`config.mk`:
```
export PLATFORM = sky130hd
export DESIGN_NAME = isense_adc_regs
export DESIGN_NICKNAME = d
export VERILOG_FILES = /design/src/rtl/isense_pkg.sv /design/src/rtl/isense_conv_ctrl.sv /design/src/rtl/isense_key_guard.sv /design/src/rtl/isense_adc_regs.sv
export SDC_FILE = /design/constraint.sdc
export NUM_CORES = 1
export LEC_CHECK = 0
export ABC_AREA = 0
export BUFFER_PORTS_ARGS = -buffer_cell sky130_fd_sc_hd__buf_2
export CORE_MARGIN = 3
export CORE_UTILIZATION = 45
export DETAILED_ROUTE_END_ITERATION = 10
export PLACE_DENSITY = 0.75
export SLEW_MARGIN = 0
export SYNTH_ARGS = -nofsm -noshare
export SYNTH_HDL_FRONTEND = slang
export SYNTH_SLANG_ARGS = --single-unit
```
`constraint.sdc`:
```
create_clock -name clk_i -period 2.8 [get_ports clk_i]
set_input_delay 0.56 -clock clk_i [delete_from_list [all_inputs] [get_ports clk_i]]
set_output_delay 0.56 -clock clk_i [all_outputs]
set_load 0.005 [all_outputs]
```
`src/rtl/isense_pkg.sv`:
```
package isense_pkg;
  localparam logic [7:0] A_REV    = 8'h01;
  localparam logic [7:0] A_TYPE   = 8'h04;
  localparam logic [7:0] A_SUBT   = 8'h05;
  localparam logic [7:0] A_STAT   = 8'h08;
  localparam logic [7:0] A_MODE   = 8'h40;
  localparam logic [7:0] A_EN     = 8'h46;
  localparam logic [7:0] A_CHAN   = 8'h48;
  localparam logic [7:0] A_REQ    = 8'h52;
  localparam logic [7:0] A_RES_LO = 8'h60;
  localparam logic [7:0] A_RES_HI = 8'h61;
  localparam logic [7:0] A_KEY    = 8'hD0;
  localparam logic [7:0] A_RSTCTL = 8'hDA;

  localparam logic [7:0] ID_REV   = 8'h01;
  localparam logic [7:0] ID_TYPE  = 8'h08;
  localparam logic [7:0] ID_SUBT  = 8'h03;
  localparam logic [7:0] UNLOCK_KEY = 8'hA5;

  function automatic logic chan_ok(input logic [7:0] c);
    return c inside {8'd0, 8'd1, 8'd3, 8'd5, 8'd6};
  endfunction
endpackage

```
`src/rtl/isense_conv_ctrl.sv`:
```
module isense_conv_ctrl #(
  parameter int CONV_CYCLES = 200,
  parameter int RES_W       = 16,
  parameter int CH_SLOTS    = 8,
  localparam int CH_W  = $clog2(CH_SLOTS),
  localparam int CNT_W = $clog2(CONV_CYCLES + 1)
) (
  input  logic                      clk_i,
  input  logic                      rst_ni,
  input  logic                      start_i,
  input  logic                      abort_i,
  input  logic [CH_W-1:0]           chan_i,
  input  logic [CH_SLOTS*RES_W-1:0] sample_i,
  output logic                      pending_o,
  output logic                      eoc_o,
  output logic                      irq_o,
  output logic [RES_W-1:0]          result_o
);
  localparam logic [CNT_W-1:0] CNT_LOAD = CNT_W'(CONV_CYCLES - 1);

  logic [CNT_W-1:0] cnt_q;
  logic [CH_W-1:0]  chan_q;

  always_ff @(posedge clk_i or negedge rst_ni) begin
    if (!rst_ni) begin
      pending_o <= 1'b0;
      eoc_o     <= 1'b0;
      irq_o     <= 1'b0;
      result_o  <= '0;
      cnt_q     <= '0;
      chan_q    <= '0;
    end else begin
      irq_o <= 1'b0;
      if (abort_i) begin
        pending_o <= 1'b0;
      end else if (start_i && !pending_o) begin
        pending_o <= 1'b1;
        eoc_o     <= 1'b0;
        cnt_q     <= CNT_LOAD;
        chan_q    <= chan_i;   // channel frozen at request
      end else if (pending_o) begin
        if (cnt_q == '0) begin
          pending_o <= 1'b0;
          eoc_o     <= 1'b1;
          irq_o     <= 1'b1;
          result_o  <= sample_i[chan_q*RES_W +: RES_W];
        end else begin
          cnt_q <= cnt_q - 1'b1;
        end
      end
    end
  end
endmodule

```
`src/rtl/isense_key_guard.sv`:
```
module isense_key_guard #(
  parameter int DATA_W = 8
) (
  input  logic              clk_i,
  input  logic              rst_ni,
  input  logic              access_i,
  input  logic              key_wr_i,
  input  logic              prot_wr_i,
  input  logic [DATA_W-1:0] wdata_i,
  output logic              unlocked_o,
  output logic [DATA_W-1:0] prot_o
);
  always_ff @(posedge clk_i or negedge rst_ni) begin
    if (!rst_ni) begin
      unlocked_o <= 1'b0;
      prot_o     <= '0;
    end else begin
      if (prot_wr_i && unlocked_o) prot_o <= wdata_i;
      // one-shot: any access other than a correct key write consumes it
      if (key_wr_i && wdata_i == DATA_W'(isense_pkg::UNLOCK_KEY))
        unlocked_o <= 1'b1;
      else if (access_i)
        unlocked_o <= 1'b0;
    end
  end
endmodule

```
`src/rtl/isense_adc_regs.sv`:
```
module isense_adc_regs #(
  parameter int CONV_CYCLES = 200,
  parameter int CH_SLOTS    = 8,
  parameter int RES_W       = 16,
  parameter int DATA_W      = 8,
  parameter int ADDR_W      = 8,
  localparam int CH_W = $clog2(CH_SLOTS)
) (
  input  logic                      clk_i,
  input  logic                      rst_ni,
  input  logic [ADDR_W-1:0]         addr_i,
  input  logic [DATA_W-1:0]         wdata_i,
  input  logic                      wr_i,
  input  logic                      rd_i,
  output logic [DATA_W-1:0]         rdata_o,
  input  logic [CH_SLOTS*RES_W-1:0] sample_i,
  output logic                      eoc_irq_o
);
  import isense_pkg::*;

  logic              en_q;
  logic [DATA_W-1:0] mode_q;
  logic [CH_W-1:0]   chan_q;
  logic              pending, eoc, unlocked;
  logic [RES_W-1:0]  result;
  logic [DATA_W-1:0] rstctl;
  logic [DATA_W-1:0] rd_mux;
  logic              wr_en, wr_chan, wr_mode, start, abort;

  assign wr_en   = wr_i && addr_i == ADDR_W'(A_EN);
  assign wr_chan = wr_i && addr_i == ADDR_W'(A_CHAN);
  assign wr_mode = wr_i && addr_i == ADDR_W'(A_MODE);
  assign start   = wr_i && addr_i == ADDR_W'(A_REQ) && wdata_i[DATA_W-1] && en_q;
  assign abort   = wr_en && !wdata_i[DATA_W-1];

  always_ff @(posedge clk_i or negedge rst_ni) begin
    if (!rst_ni) begin
      en_q   <= 1'b0;
      mode_q <= '0;
      chan_q <= '0;
    end else begin
      if (wr_en)   en_q   <= wdata_i[DATA_W-1];
      if (wr_mode) mode_q <= wdata_i;
      if (wr_chan && chan_ok(8'(wdata_i))) chan_q <= wdata_i[CH_W-1:0];
    end
  end

  isense_conv_ctrl #(
    .CONV_CYCLES(CONV_CYCLES), .RES_W(RES_W), .CH_SLOTS(CH_SLOTS)
  ) u_conv (
    .clk_i, .rst_ni,
    .start_i(start), .abort_i(abort), .chan_i(chan_q), .sample_i,
    .pending_o(pending), .eoc_o(eoc), .irq_o(eoc_irq_o), .result_o(result)
  );

  isense_key_guard #(.DATA_W(DATA_W)) u_guard (
    .clk_i, .rst_ni,
    .access_i(wr_i || rd_i),
    .key_wr_i(wr_i && addr_i == ADDR_W'(A_KEY)),
    .prot_wr_i(wr_i && addr_i == ADDR_W'(A_RSTCTL)),
    .wdata_i,
    .unlocked_o(unlocked), .prot_o(rstctl)
  );

  always_comb begin
    rd_mux = '0;
    unique case (addr_i)
      ADDR_W'(A_REV):    rd_mux = DATA_W'(ID_REV);
      ADDR_W'(A_TYPE):   rd_mux = DATA_W'(ID_TYPE);
      ADDR_W'(A_SUBT):   rd_mux = DATA_W'(ID_SUBT);
      ADDR_W'(A_STAT):   rd_mux = DATA_W'({pending, eoc});
      ADDR_W'(A_MODE):   rd_mux = mode_q;
      ADDR_W'(A_EN):     rd_mux = {en_q, {(DATA_W-1){1'b0}}};
      ADDR_W'(A_CHAN):   rd_mux = DATA_W'(chan_q);
      ADDR_W'(A_REQ):    rd_mux = {pending, {(DATA_W-1){1'b0}}};
      ADDR_W'(A_RES_LO): rd_mux = result[DATA_W-1:0];
      ADDR_W'(A_RES_HI): rd_mux = result[DATA_W +: DATA_W];
      ADDR_W'(A_RSTCTL): rd_mux = rstctl;
      default:           rd_mux = '0;
    endcase
  end

  always_ff @(posedge clk_i or negedge rst_ni) begin
    if (!rst_ni)   rdata_o <= '0;
    else if (rd_i) rdata_o <= rd_mux;
  end
endmodule

```
==> results of run 1 <==
[logic make-up after synthesis]
| family | synth area share [%] |
|---|---|
| AO/OA/AOI/OAI | 6.00 |
| multiplexers | 38.1 |
| buffers and inverters | 3.32 |
| XOR/XNOR | 0.226 |
| adder cells (fa/ha/maj) | 0.645 |
| AND/OR/NAND/NOR | 13.6 |
| flip-flops | 38.1 |
[area by class of cell]
class / count / area [µm²] / area share [%]
clock inverters: 4 / 72.6 / 1.45
multi-input cells: 224 / 2270 / 45.4
inverters: 5 / 18.8 / 0.375
clock buffers: 12 / 155 / 3.10
repair buffers: 167 / 876 / 17.5
well taps: 105 / 131 / 2.62
flip-flops and latches: 59 / 1480 / 29.5
[worst paths after layout]
check                                       from                 end  cells after the start
worst max-delay path             u_conv.cnt_q[0]  u_conv.result_o[7]                      6
worst min-delay path                      rst_ni     u_conv.cnt_q[6]                      1
worst max register to register   u_conv.cnt_q[0]  u_conv.result_o[7]                      6
worst min register to register  u_conv.chan_q[1]    u_conv.chan_q[1]                      2
max in group asynchronous                 rst_ni          rdata_o[5]                      2
min in group clk_i              u_conv.chan_q[1]    u_conv.chan_q[1]                      2
[routing by layer]
layer / vias to the layer above / GRT usage (%)
met3: 26 / 3.75
met5: - / 0
met1: 1602 / 26.8
li1: 1526 / -
met4: 0 / 8.93
met2: 150 / 40.1
[power by group through the flow]
stage	clock network, mW	registers [mW]	logic (mW)
after floorplan	0	0.908	0.110
final	0.882	0.898	0.272
after detailed placement	0	0.913	0.272
after CTS	0.890	0.898	0.274
after global routing	0.927	0.900	0.299
after global placement	0	0.912	0.262
[flip-flops by register name, indices dropped and copies added, names as in the netlist, 3 cells and up]
| register | flops |
|---|---|
| u_conv.result_o | 16 |
| u_conv.chan_q | 3 |
| u_conv.cnt_q | 8 |
| mode_q | 8 |
| u_guard.prot_o | 8 |
| rdata_o | 8 |
| chan_q | 3 |
[critical path, stage by stage, from the launching register on]
cell     delay [ns]
dfrtp_1        0.39
inv_1          0.12
ha_1           0.16
or4bb_1        0.50
or2_2          0.39
nor2b_4        0.52
mux2_2         0.40
[per-stage QoR]
step	std cells	setup slack (ns)	hold WS [ns]
6_report	576	0.187	0.132
5_1_grt	576	0.0721	0.165
4_1_cts	576	0.183	0.136
3_5_place_dp	560	0.198	0.464
3_3_place_gp	560	0.243	0.459
2_1_floorplan	311	0.235	0.264
[placed cells by master (no fill, tap or decap), types with 2 or more instances in the layout]
cell type	count
nand2b_1	5
nor3_1	11
o21ai_0	3
or4bb_1	3
mux4_2	32
mux2i_1	11
dfrtp_1	58
buf_2	156
and3_1	2
mux2_2	47
nand4_1	6
inv_1	5
or4_1	3
bufinv_16	2
nor2b_1	2
a21oi_1	5
a31oi_1	7
or4b_1	2
nand3_1	5
ha_1	2
clkbuf_8	11
nor3b_1	3
mux2_4	8
nand2_1	16
nor4_1	2
nor2_1	17
buf_4	10
a22oi_1	3
nand3b_1	2
a221oi_1	5
==> metrics.md, run 1 <==
| Metric | Value |
|---|---|
| CP arrival | 2.83 ns |
| Sw Pwr | 0.464 mW |
| Most frequent cell after synthesis | dfrtp_1 |
| Leakage power | 2.30 nW |
| Layout cell share with drive strength beyond 1 | 58.4% |
| Antenna violations before repair | 0 |
| Post-synthesis register bit count | 59 |
| Slew Viols, Final | 0 |
| Slew @ Worst Pin | 0.694 ns |
| Synth warn | 0 |
| RSZ-0062 raised after global routing | no |
| Clock share of power | 43.0% |
| Element type at the critical path end | flip-flop |
| Synth Instances | 311 |
| Synth Cell Area | 3880 µm² |
| Core Util, Final | 60.3% |
| Starting density of the core | 46.8% |
| Diode count | 0 |
| M1 WL | 4160 µm |
| Pin count of the biggest net entering global routing | 33 |
| Mean Syn Cell Area | 12.5 µm² |
| Final Skew | 0.0105 ns |
| Layout Nets | 616 |
| Synth top area cells | dfrtp_1 38%, mux4_2 19%, mux2_2 14% |
| Post-synth top cells | 59 x dfrtp_1, 47 x mux2_2, 32 x mux4_2 |
| Slew headroom | 53.7% |
| Router iterations before antenna repair | 4 |
| Row cnt | 33 |
| R2r setup slk | 0.19 ns |
| Port bufs | 156 |
| Sw frac | 22.6% |
| Clock sink count | 59 |
| Internal | 1.59 mW |
| DR top layer | met4 |
| Final instance area | 5010 µm² |
| CP required | 3.02 ns |
| TritonCTS buffer count | 9 |
| Postcts setup bufs | 0 |
| Drt initial violations | 184 |
| Global-route wire length before repair | 17400 µm |
| Pwr Density | 410 nW/µm² |
| Number of global-route vias before repair | 3544 |
| Wirelength per Cell | 18.8 µm |
| Startpoint types | flip-flop |
| Hold_buf cts | 0 |
| Worst vdd ir | 0.000273 V |
| Post-synth top area cell | dfrtp_1 |
| Root Buffer | clkbuf_8 |
| Clock latency on the worst-skew pair | 0.34 ns |
| CTS tree | built |
| Drt drc | 0 |
| Total track usage | 22.5% |
| Chip Width | 98.9 µm |
| Period utilization | 93.3% |
| Routed Antenna Nets | 0 |
| Worst-path clk slew | 0.07 ns |
| I/O Pins | 157 |
| Die Y | 98.9 µm |
| Dpl hpwl | 8440 µm |
| Post-DP Area | 4780 µm² |
| Final setup vio count | 0 |
| Syn Nets | 461 |
| Post-synth top flop | dfrtp_1 |
| DR WL met2 | 5730 µm |
| DRT Wirelength | 10800 µm |
| GP Congestion | 0.858 |
| Hold Fails Final Rpt | 0 |
| Fillers | 674 |
| Total number of vias | 3304 |
| Max Fclk | 383 MHz |
| Post-synth top area share | 38.1% |
| Grt total ovfl | 0 |
| Combinational group share of total power | 13.3% |
| Hold crit path type | input port to async pin |
| Via-to-Cell Ratio | 5.74 |
| Die Area | 9770 µm² |
| Sequential share of power | 43.8% |
| Fin Setup TNS | 0 ns |
| Crit path max fanout | 18 |
| Resized cells post-CTS | 0 |
| Synth unique cells | 54 |
| Design Power | 2.05 mW |
| Register area share after synthesis | 38.1% |
| H-tree levels | 3 |
| Met3 wire length | 670 µm |
| Number of synthesized flops with an enable pin | 0 |
| Max Cap Viol | 0 |
| Status | finished, final reports clean |
| Longest Clk Path Bufs | 2 |
| Minimum clock period | 2.61 ns |
| Critical path class | flip-flop to flip-flop |
| Core Box Area | 8300 µm² |
| Area delta synth->final | 29.0% |
| Async set-or-reset flop fraction in the synthesized netlist | 100% |
Power figures use the tool's default switching activity.
==> run 2, diff against run 1 <==
--- a/config.mk
+++ b/config.mk
@@ -10,8 +10,9 @@
 export CORE_MARGIN = 3
 export CORE_UTILIZATION = 45
 export DETAILED_ROUTE_END_ITERATION = 10
-export PLACE_DENSITY = 0.75
+export PLACE_DENSITY = 0.74
 export SLEW_MARGIN = 0
 export SYNTH_ARGS = -nofsm -noshare
 export SYNTH_HDL_FRONTEND = slang
+export SYNTH_HIERARCHICAL = 1
 export SYNTH_SLANG_ARGS = --single-unit
==> run 2 against run 1 <==
Synthesized area grew 5.1%; clock power shrank 1%; cell count grew 2.8%; non-clock buffer count grew 2; highest routed layer unchanged.
==> metrics.md, run 2 <==
| Metric | Value |
|---|---|
| Synth Cell Area | 4080 µm² (+5.1%) |
| Clock share of power | 43.7% (+0.7 points) |
| Max Fclk | 403 MHz (+5.4%) |
| Layout Nets | 628 (+1.9%) |
| GP Congestion | 0.953 (+11%) |
| Via-to-Cell Ratio | 5.89 (+2.6%) |
| Post-synth top area share | 36.2% (-1.8 points) |
| Fin Setup TNS | 0 ns (unchanged) |
| Longest Clk Path Bufs | 2 (unchanged) |
| Minimum clock period | 2.48 ns (-0.134 ns) |
| Final setup vio count | 0 (unchanged) |
| H-tree levels | 3 (unchanged) |
| Slew @ Worst Pin | 0.703 ns (+0.00911 ns) |
| Slowest library cell on the worst path | or4b_4 |
| Synth warn | 6 (+6) |
| Final Skew | 0.0104 ns (-0.0000486 ns) |
| Synth unique cells | 59 (+9.3%) |
| Synth top area cells | dfrtp_1 36%, mux4_1 17%, mux2_2 11% |
| Leakage power | 2.42 nW (+5.5%) |
| Resized cells post-CTS | 0 (unchanged) |
| Total track usage | 23.6% (+1.1 points) |
| Worst vdd ir | 0.000196 V (-28%) |
| Critical-path cell list | buf_2 > or4b_4 > nor4_2 > and3b_1 > o21bai_1 > a21o_1 > inv_1 > a211oi_1 > nor2_1 |
| Status | finished, final reports clean |
| Worst-path clk slew | 0.07 ns (about the same) |
| Largest register FFs | 16 (unchanged) |
| Period utilization | 88.5% (-4.8 points) |
| Most frequent cells in the layout | 156 x buf_2, 59 x dfrtp_1, 39 x mux2_2 |
| Hold Fails Final Rpt | 0 (unchanged) |
| Hold crit path type | input port to async pin |
| Combinational group share of total power | 12.5% (-0.8 points) |
| Internal | 1.53 mW (-3.6%) |
| CP required | 3.02 ns (about the same) |
| Async set-or-reset flop fraction in the synthesized netlist | 100% (unchanged) |
| Sw frac | 23.1% (+0.50 points) |
| Clock latency on the worst-skew pair | 0.35 ns (about the same) |
| Drt drc | 0 (unchanged) |
| Number of synthesized flops with an enable pin | 0 (unchanged) |
| DRT Wirelength | 11400 µm (+5.6%) |
| Post-synth top area cell | dfrtp_1 |
| Hold_buf cts | 0 (unchanged) |
| Total number of vias | 3484 (+5.4%) |
| Router iterations before antenna repair | 5 (+1) |
| RSZ-0062 raised after global routing | no |
| Root Buffer | clkbuf_8 |
| I/O Pins | 157 (unchanged) |
| Post-synth top cells | 59 x dfrtp_1, 39 x mux2_2, 26 x mux4_1 |
| Clock sink count | 59 (unchanged) |
| Row cnt | 34 (+3.0%) |
| Syn Nets | 467 (+1.3%) |
| Max incr delay on CP | 0.58 ns (+0.06 ns) |
| Critical path class | input port to flip-flop |
| Pin count of the biggest net entering global routing | 35 (+6.1%) |
| Grt total ovfl | 0 (unchanged) |
| Post-synthesis register bit count | 59 (unchanged) |
| Most frequent cell after synthesis | dfrtp_1 |
| Startpoint types | input port |
| Register area share after synthesis | 36.2% (-1.8 points) |
| Max Cap Viol | 0 (unchanged) |
| Routed Antenna Nets | 0 (unchanged) |
| Design Power | 1.99 mW (-3.0%) |
| Slew Viols, Final | 0 (unchanged) |
| Layout cell share with drive strength beyond 1 | 52.6% (-5.8 points) |
| Starting density of the core | 46.5% (-0.22 points) |
| Synth Instances | 317 (+1.9%) |
| Antenna violations before repair | 1 (+1) |
| Element type at the critical path end | flip-flop |
| Post-synth top flop | dfrtp_1 |
| Number of global-route vias before repair | 3672 (+3.6%) |
| CP arrival | 2.70 ns (-0.13 ns) |
| Slew headroom | 53.1% (-0.61 points) |
| Area delta synth->final | 28.1% |
| TritonCTS buffer count | 9 (unchanged) |
| Core Box Area | 8760 µm² (+5.6%) |
| Die Y | 101 µm (+2.4%) |
| Most common cell after layout, fill and taps aside | buf_2 |
| Postcts setup bufs | 0 (unchanged) |
| Top reg by flops | u_conv/result_o |
| Die Area | 10200 µm² (+4.8%) |
| Crit path max fanout | 9 (-9) |
| Global-route wire length before repair | 18500 µm (+6.4%) |
| Dpl hpwl | 9190 µm (+8.8%) |
| Drt initial violations | 212 (+15%) |
| Mean Syn Cell Area | 12.9 µm² (+3.1%) |
| Sw Pwr | 0.460 mW (-0.81%) |
| Pwr Density | 381 nW/µm² (-7.0%) |
| Chip Width | 101 µm (+2.4%) |
| CTS tree | built |
| Wirelength per Cell | 19.3 µm (+2.7%) |
| Port bufs | 156 (unchanged) |
| Sequential share of power | 43.8% (about the same) |
## run 2: changes by cell type after synthesis, moves of 4 or more
cell	change
a22oi_1	+8
buf_1	-6
buf_6	+4
clkbuf_1	-4
mux2_2	-8
mux2_4	+5
mux2i_1	-10
mux4_1	+26
mux4_2	-26
nand2_1	+5
nand4_1	-6
nor3_1	-7
o21ai_0	+4
or3_1	+4
## run 2: path summary, 6_finish.rpt
kind                                       start                 end  slack, ns  cells past startpoint
max in group asynchronous                 rst_ni     u_conv/cnt_q[7]       1.98                      2
worst min register to register         mode_q[2]           mode_q[2]       0.48                      2
worst min-delay path                      rst_ni           mode_q[6]       0.23                      1
worst max-delay path                   addr_i[5]     u_conv/cnt_q[2]       0.32                      9
min in group clk_i                     mode_q[2]           mode_q[2]       0.48                      2
worst max register to register  u_conv/chan_q[0]  u_conv/result_o[9]       0.63                      4
## run 2: cell families after synthesis
logic type               Yosys count  share of synthesized area [%]
AO/OA/AOI/OAI                     52                           9.70
XOR/XNOR                           2                          0.430
adder cells (fa/ha/maj)            2                          0.614
buffers and inverters             28                           4.14
flip-flops                        59                           36.2
multiplexers                      85                           35.9
AND/OR/NAND/NOR                   89                           13.0
## run 2: layout make-up
type,instances,area [µm²]
tap,108,135
antenna,1,2.50
sequential,59,1480
clock buffer,10,138
clock inverter,6,88.8
fill,747,3540
timing repair buffer,169,916
multi-input combinational,230,2430
inverter,9,33.8
## run 2: critical path: cells and delay by family
kind | cells | cell delay [ns]
buf+inv | 2 | 0.27
compound gates | 3 | 0.65
simple gates | 4 | 1.21
## run 2: metal layers
| metal | vias up | track usage [%] | part of all wire, % |
|---|---|---|---|
| li1 | 1602 | - | - |
| met1 | 1660 | 30.0 | 39 |
| met2 | 195 | 38.4 | 48 |
| met3 | 27 | 4.89 | 9.0 |
| met4 | 0 | 11.3 | 3.3 |
| met5 | - | 0 | 0 |
## run 2: through the flow
step,setup WS (ns),hold WS (ns),cells,utilization (%),cell area [µm²]
2_1_floorplan,0.182,0.264,317,-,4080
3_3_place_gp,0.0633,0.470,575,57.0,4990
3_5_place_dp,-0.000114,0.471,575,57.0,4990
4_1_cts,0.371,0.229,591,59.6,5220
5_1_grt,0.178,0.260,592,59.6,5220
6_report,0.321,0.226,592,59.6,5220
## run 2: power groups by stage
stage / Clock [mW] / Combinational, mW / Sequential, mW
2_1_floorplan: 0 / 0.0918 / 0.887
3_3_place_gp: 0 / 0.245 / 0.888
3_5_place_dp: 0 / 0.251 / 0.889
4_1_cts: 0.886 / 0.252 / 0.873
5_1_grt: 0.925 / 0.276 / 0.873
6_report: 0.869 / 0.249 / 0.873
==> run 3, diff against run 2 <==
--- a/config.mk
+++ b/config.mk
@@ -7,11 +7,11 @@
 export LEC_CHECK = 0
 export ABC_AREA = 0
 export BUFFER_PORTS_ARGS = -buffer_cell sky130_fd_sc_hd__buf_2
+export CAP_MARGIN = 20
 export CORE_MARGIN = 3
 export CORE_UTILIZATION = 45
 export DETAILED_ROUTE_END_ITERATION = 10
 export PLACE_DENSITY = 0.74
-export SLEW_MARGIN = 0
 export SYNTH_ARGS = -nofsm -noshare
 export SYNTH_HDL_FRONTEND = slang
 export SYNTH_HIERARCHICAL = 1
==> constraint.sdc (replaced) <==
create_clock -name clk_i -period 2.8 [get_ports clk_i]
set_input_delay 0 -clock clk_i [delete_from_list [all_inputs] [get_ports clk_i]]
set_output_delay 0 -clock clk_i [all_outputs]
set_load 0.005 [all_outputs]
==> run 3 against run 2 <==
Setup slack better by 0.39 ns; highest routed layer unchanged; combinational power barely moved; utilization decreased by 0.47 points; clock-buffer cell count unchanged; routed wire length shrank 0.88%; global-route usage is 0.56 points lower; critical endpoint is now u_conv/result_o[9]; via count fell by 1.9%.
==> metrics.md, run 3 (same netlist as run 2, synthesis figures left out) <==
| Metric | Value |
|---|---|
| Root Buffer | clkbuf_8 |
| Longest Clk Path Bufs | 2 (unchanged) |
| Drt drc | 0 (unchanged) |
| Largest register FFs | 16 (unchanged) |
| Number of global-route vias before repair | 3553 (-3.2%) |
| DR WL met2 | 5780 µm (+5.0%) |
| Starting density of the core | 46.5% (unchanged) |
| Most common cell after layout, fill and taps aside | buf_2 |
| Final Skew | 0.00620 ns (-0.00423 ns) |
| DRT Wirelength | 11300 µm (-0.88%) |
| Slew headroom | 52.9% (-0.21 points) |
| Pin count of the biggest net entering global routing | 34 (-2.9%) |
| Slew Viols, Final | 0 (unchanged) |
| H-tree levels | 3 (unchanged) |
| Total number of vias | 3417 (-1.9%) |
| Top reg by flops | u_conv/result_o |
| Clock latency on the worst-skew pair | 0.34 ns (about the same) |
| Max Cap Viol | 0 (unchanged) |
| Dpl hpwl | 9120 µm (-0.66%) |
| Die Y | 101 µm (unchanged) |
| Element type at the critical path end | flip-flop |
| GP Congestion | 0.898 (-5.9%) |
| Grt total ovfl | 0 (unchanged) |
| Global-route wire length before repair | 18000 µm (-2.8%) |
| Slew @ Worst Pin | 0.706 ns (+0.00308 ns) |
| Period utilization | 74.5% (-14 points) |
| Design Power | 1.94 mW (-2.5%) |
| I/O Pins | 157 (unchanged) |
| Router iterations before antenna repair | 4 (-1) |
| Postcts setup bufs | 0 (unchanged) |
| Leakage power | 2.41 nW (-0.59%) |
| Worst vdd ir | 0.000212 V (+8.1%) |
| M1 WL | 4680 µm (+3.7%) |
| Die Area | 10200 µm² (unchanged) |
| Worst-path clk slew | 0.07 ns (about the same) |
| CTS tree | built |
| Layout cell share with drive strength beyond 1 | 51.1% (-1.4 points) |
| Critical path class | flip-flop to flip-flop |
| Fillers | 750 (+0.40%) |
| Antenna violations before repair | 1 (unchanged) |
| Max Fclk | 480 MHz (+19%) |
| Most frequent cells in the layout | 156 x buf_2, 59 x dfrtp_1, 39 x mux2_2 |
| Resized cells post-CTS | 0 (unchanged) |
| Hold Fails Final Rpt | 0 (unchanged) |
| Row cnt | 34 (unchanged) |
| Routed Antenna Nets | 0 (unchanged) |
| Minimum clock period | 2.09 ns (-0.394 ns) |
| Drt initial violations | 166 (-22%) |
| Startpoint types | flip-flop |
| Met3 wire length | 732 µm (-29%) |
| Layout Nets | 628 (unchanged) |
| Crit path max fanout | 32 (+23) |
| TritonCTS buffer count | 9 (unchanged) |
| Core Util, Final | 59.1% (-0.47 points) |
| RSZ-0062 raised after global routing | no |
| Hold crit path type | input port to flip-flop |
| Chip Width | 101 µm (unchanged) |
| DR top layer | met4 |
| Area delta synth->final | 27.1% |
| Clock sink count | 59 (unchanged) |
| Core Box Area | 8760 µm² (unchanged) |
| Via-to-Cell Ratio | 5.77 (-1.9%) |
| Pwr Density | 374 nW/µm² (-1.8%) |
| Port bufs | 156 (unchanged) |
| CP arrival | 2.31 ns (-0.39 ns) |
| Status | finished, final reports clean |
| Hold_buf cts | 6 (+6) |
| Wirelength per Cell | 19.1 µm (-0.88%) |
| Fin Setup TNS | 0 ns (unchanged) |
| Total track usage | 23.0% (-0.56 points) |
| Final setup vio count | 0 (unchanged) |
| CP required | 3.03 ns (about the same) |
run 3: worst max-delay path, stage by stage, from the launching register on:
cell and delay [ns]:
dfrtp_1 0.34, buf_4 0.42, mux4_1 0.64, mux2_2 0.29
mux2_4 0.25
run 3: worst paths after layout:
path	from	endpoint	slack, ns	depth (start not counted)
max	u_conv/chan_q[0]	u_conv/result_o[9]	0.71	4
min	wdata_i[1]	chan_q[1]	0.02	2
max reg2reg	u_conv/chan_q[0]	u_conv/result_o[9]	0.71	4
min reg2reg	u_conv/chan_q[0]	u_conv/chan_q[0]	0.48	2
max in group asynchronous	rst_ni	mode_q[1]	1.71	3
min in group asynchronous	rst_ni	u_guard/prot_o[6]	0.23	2
run 3: area by class of cell:
| class | count | area, µm² | area share (%) |
|---|---|---|---|
| Multi-Input combinational cell | 230 | 2430 | 46.9 |
| Sequential cell | 59 | 1480 | 28.5 |
| Timing Repair Buffer | 169 | 893 | 17.2 |
| Tap cell | 108 | 135 | 2.61 |
| Clock buffer | 10 | 128 | 2.46 |
| Clock inverter | 6 | 80.1 | 1.55 |
| Inverter | 9 | 33.8 | 0.652 |
| Antenna cell | 1 | 2.50 | 0.0483 |
run 3: where the power goes:
group          total [mW]  internal (mW)  switching, mW
logic               0.250          0.142          0.108
clock network       0.818          0.494          0.323
registers           0.873          0.865        0.00732
run 3: through the flow:
step           std cells  worst slack [ns]  instance area, µm²  hold WS, ns
2_1_floorplan        317             0.742                4080       -0.296
3_3_place_gp         569             0.547                4910       0.0440
3_5_place_dp         569             0.409                4910       0.0553
4_1_cts              591             0.706                5180      0.00478
5_1_grt              592             0.561                5180       0.0110
6_report             592             0.715                5180       0.0178
run 3: per-layer routing:
metal | track usage [%] | vias up
met5 | 0 | -
met4 | 6.03 | 0
met3 | 5.23 | 10
met2 | 39.3 | 149
met1 | 29.5 | 1655
li1 | - | 1603
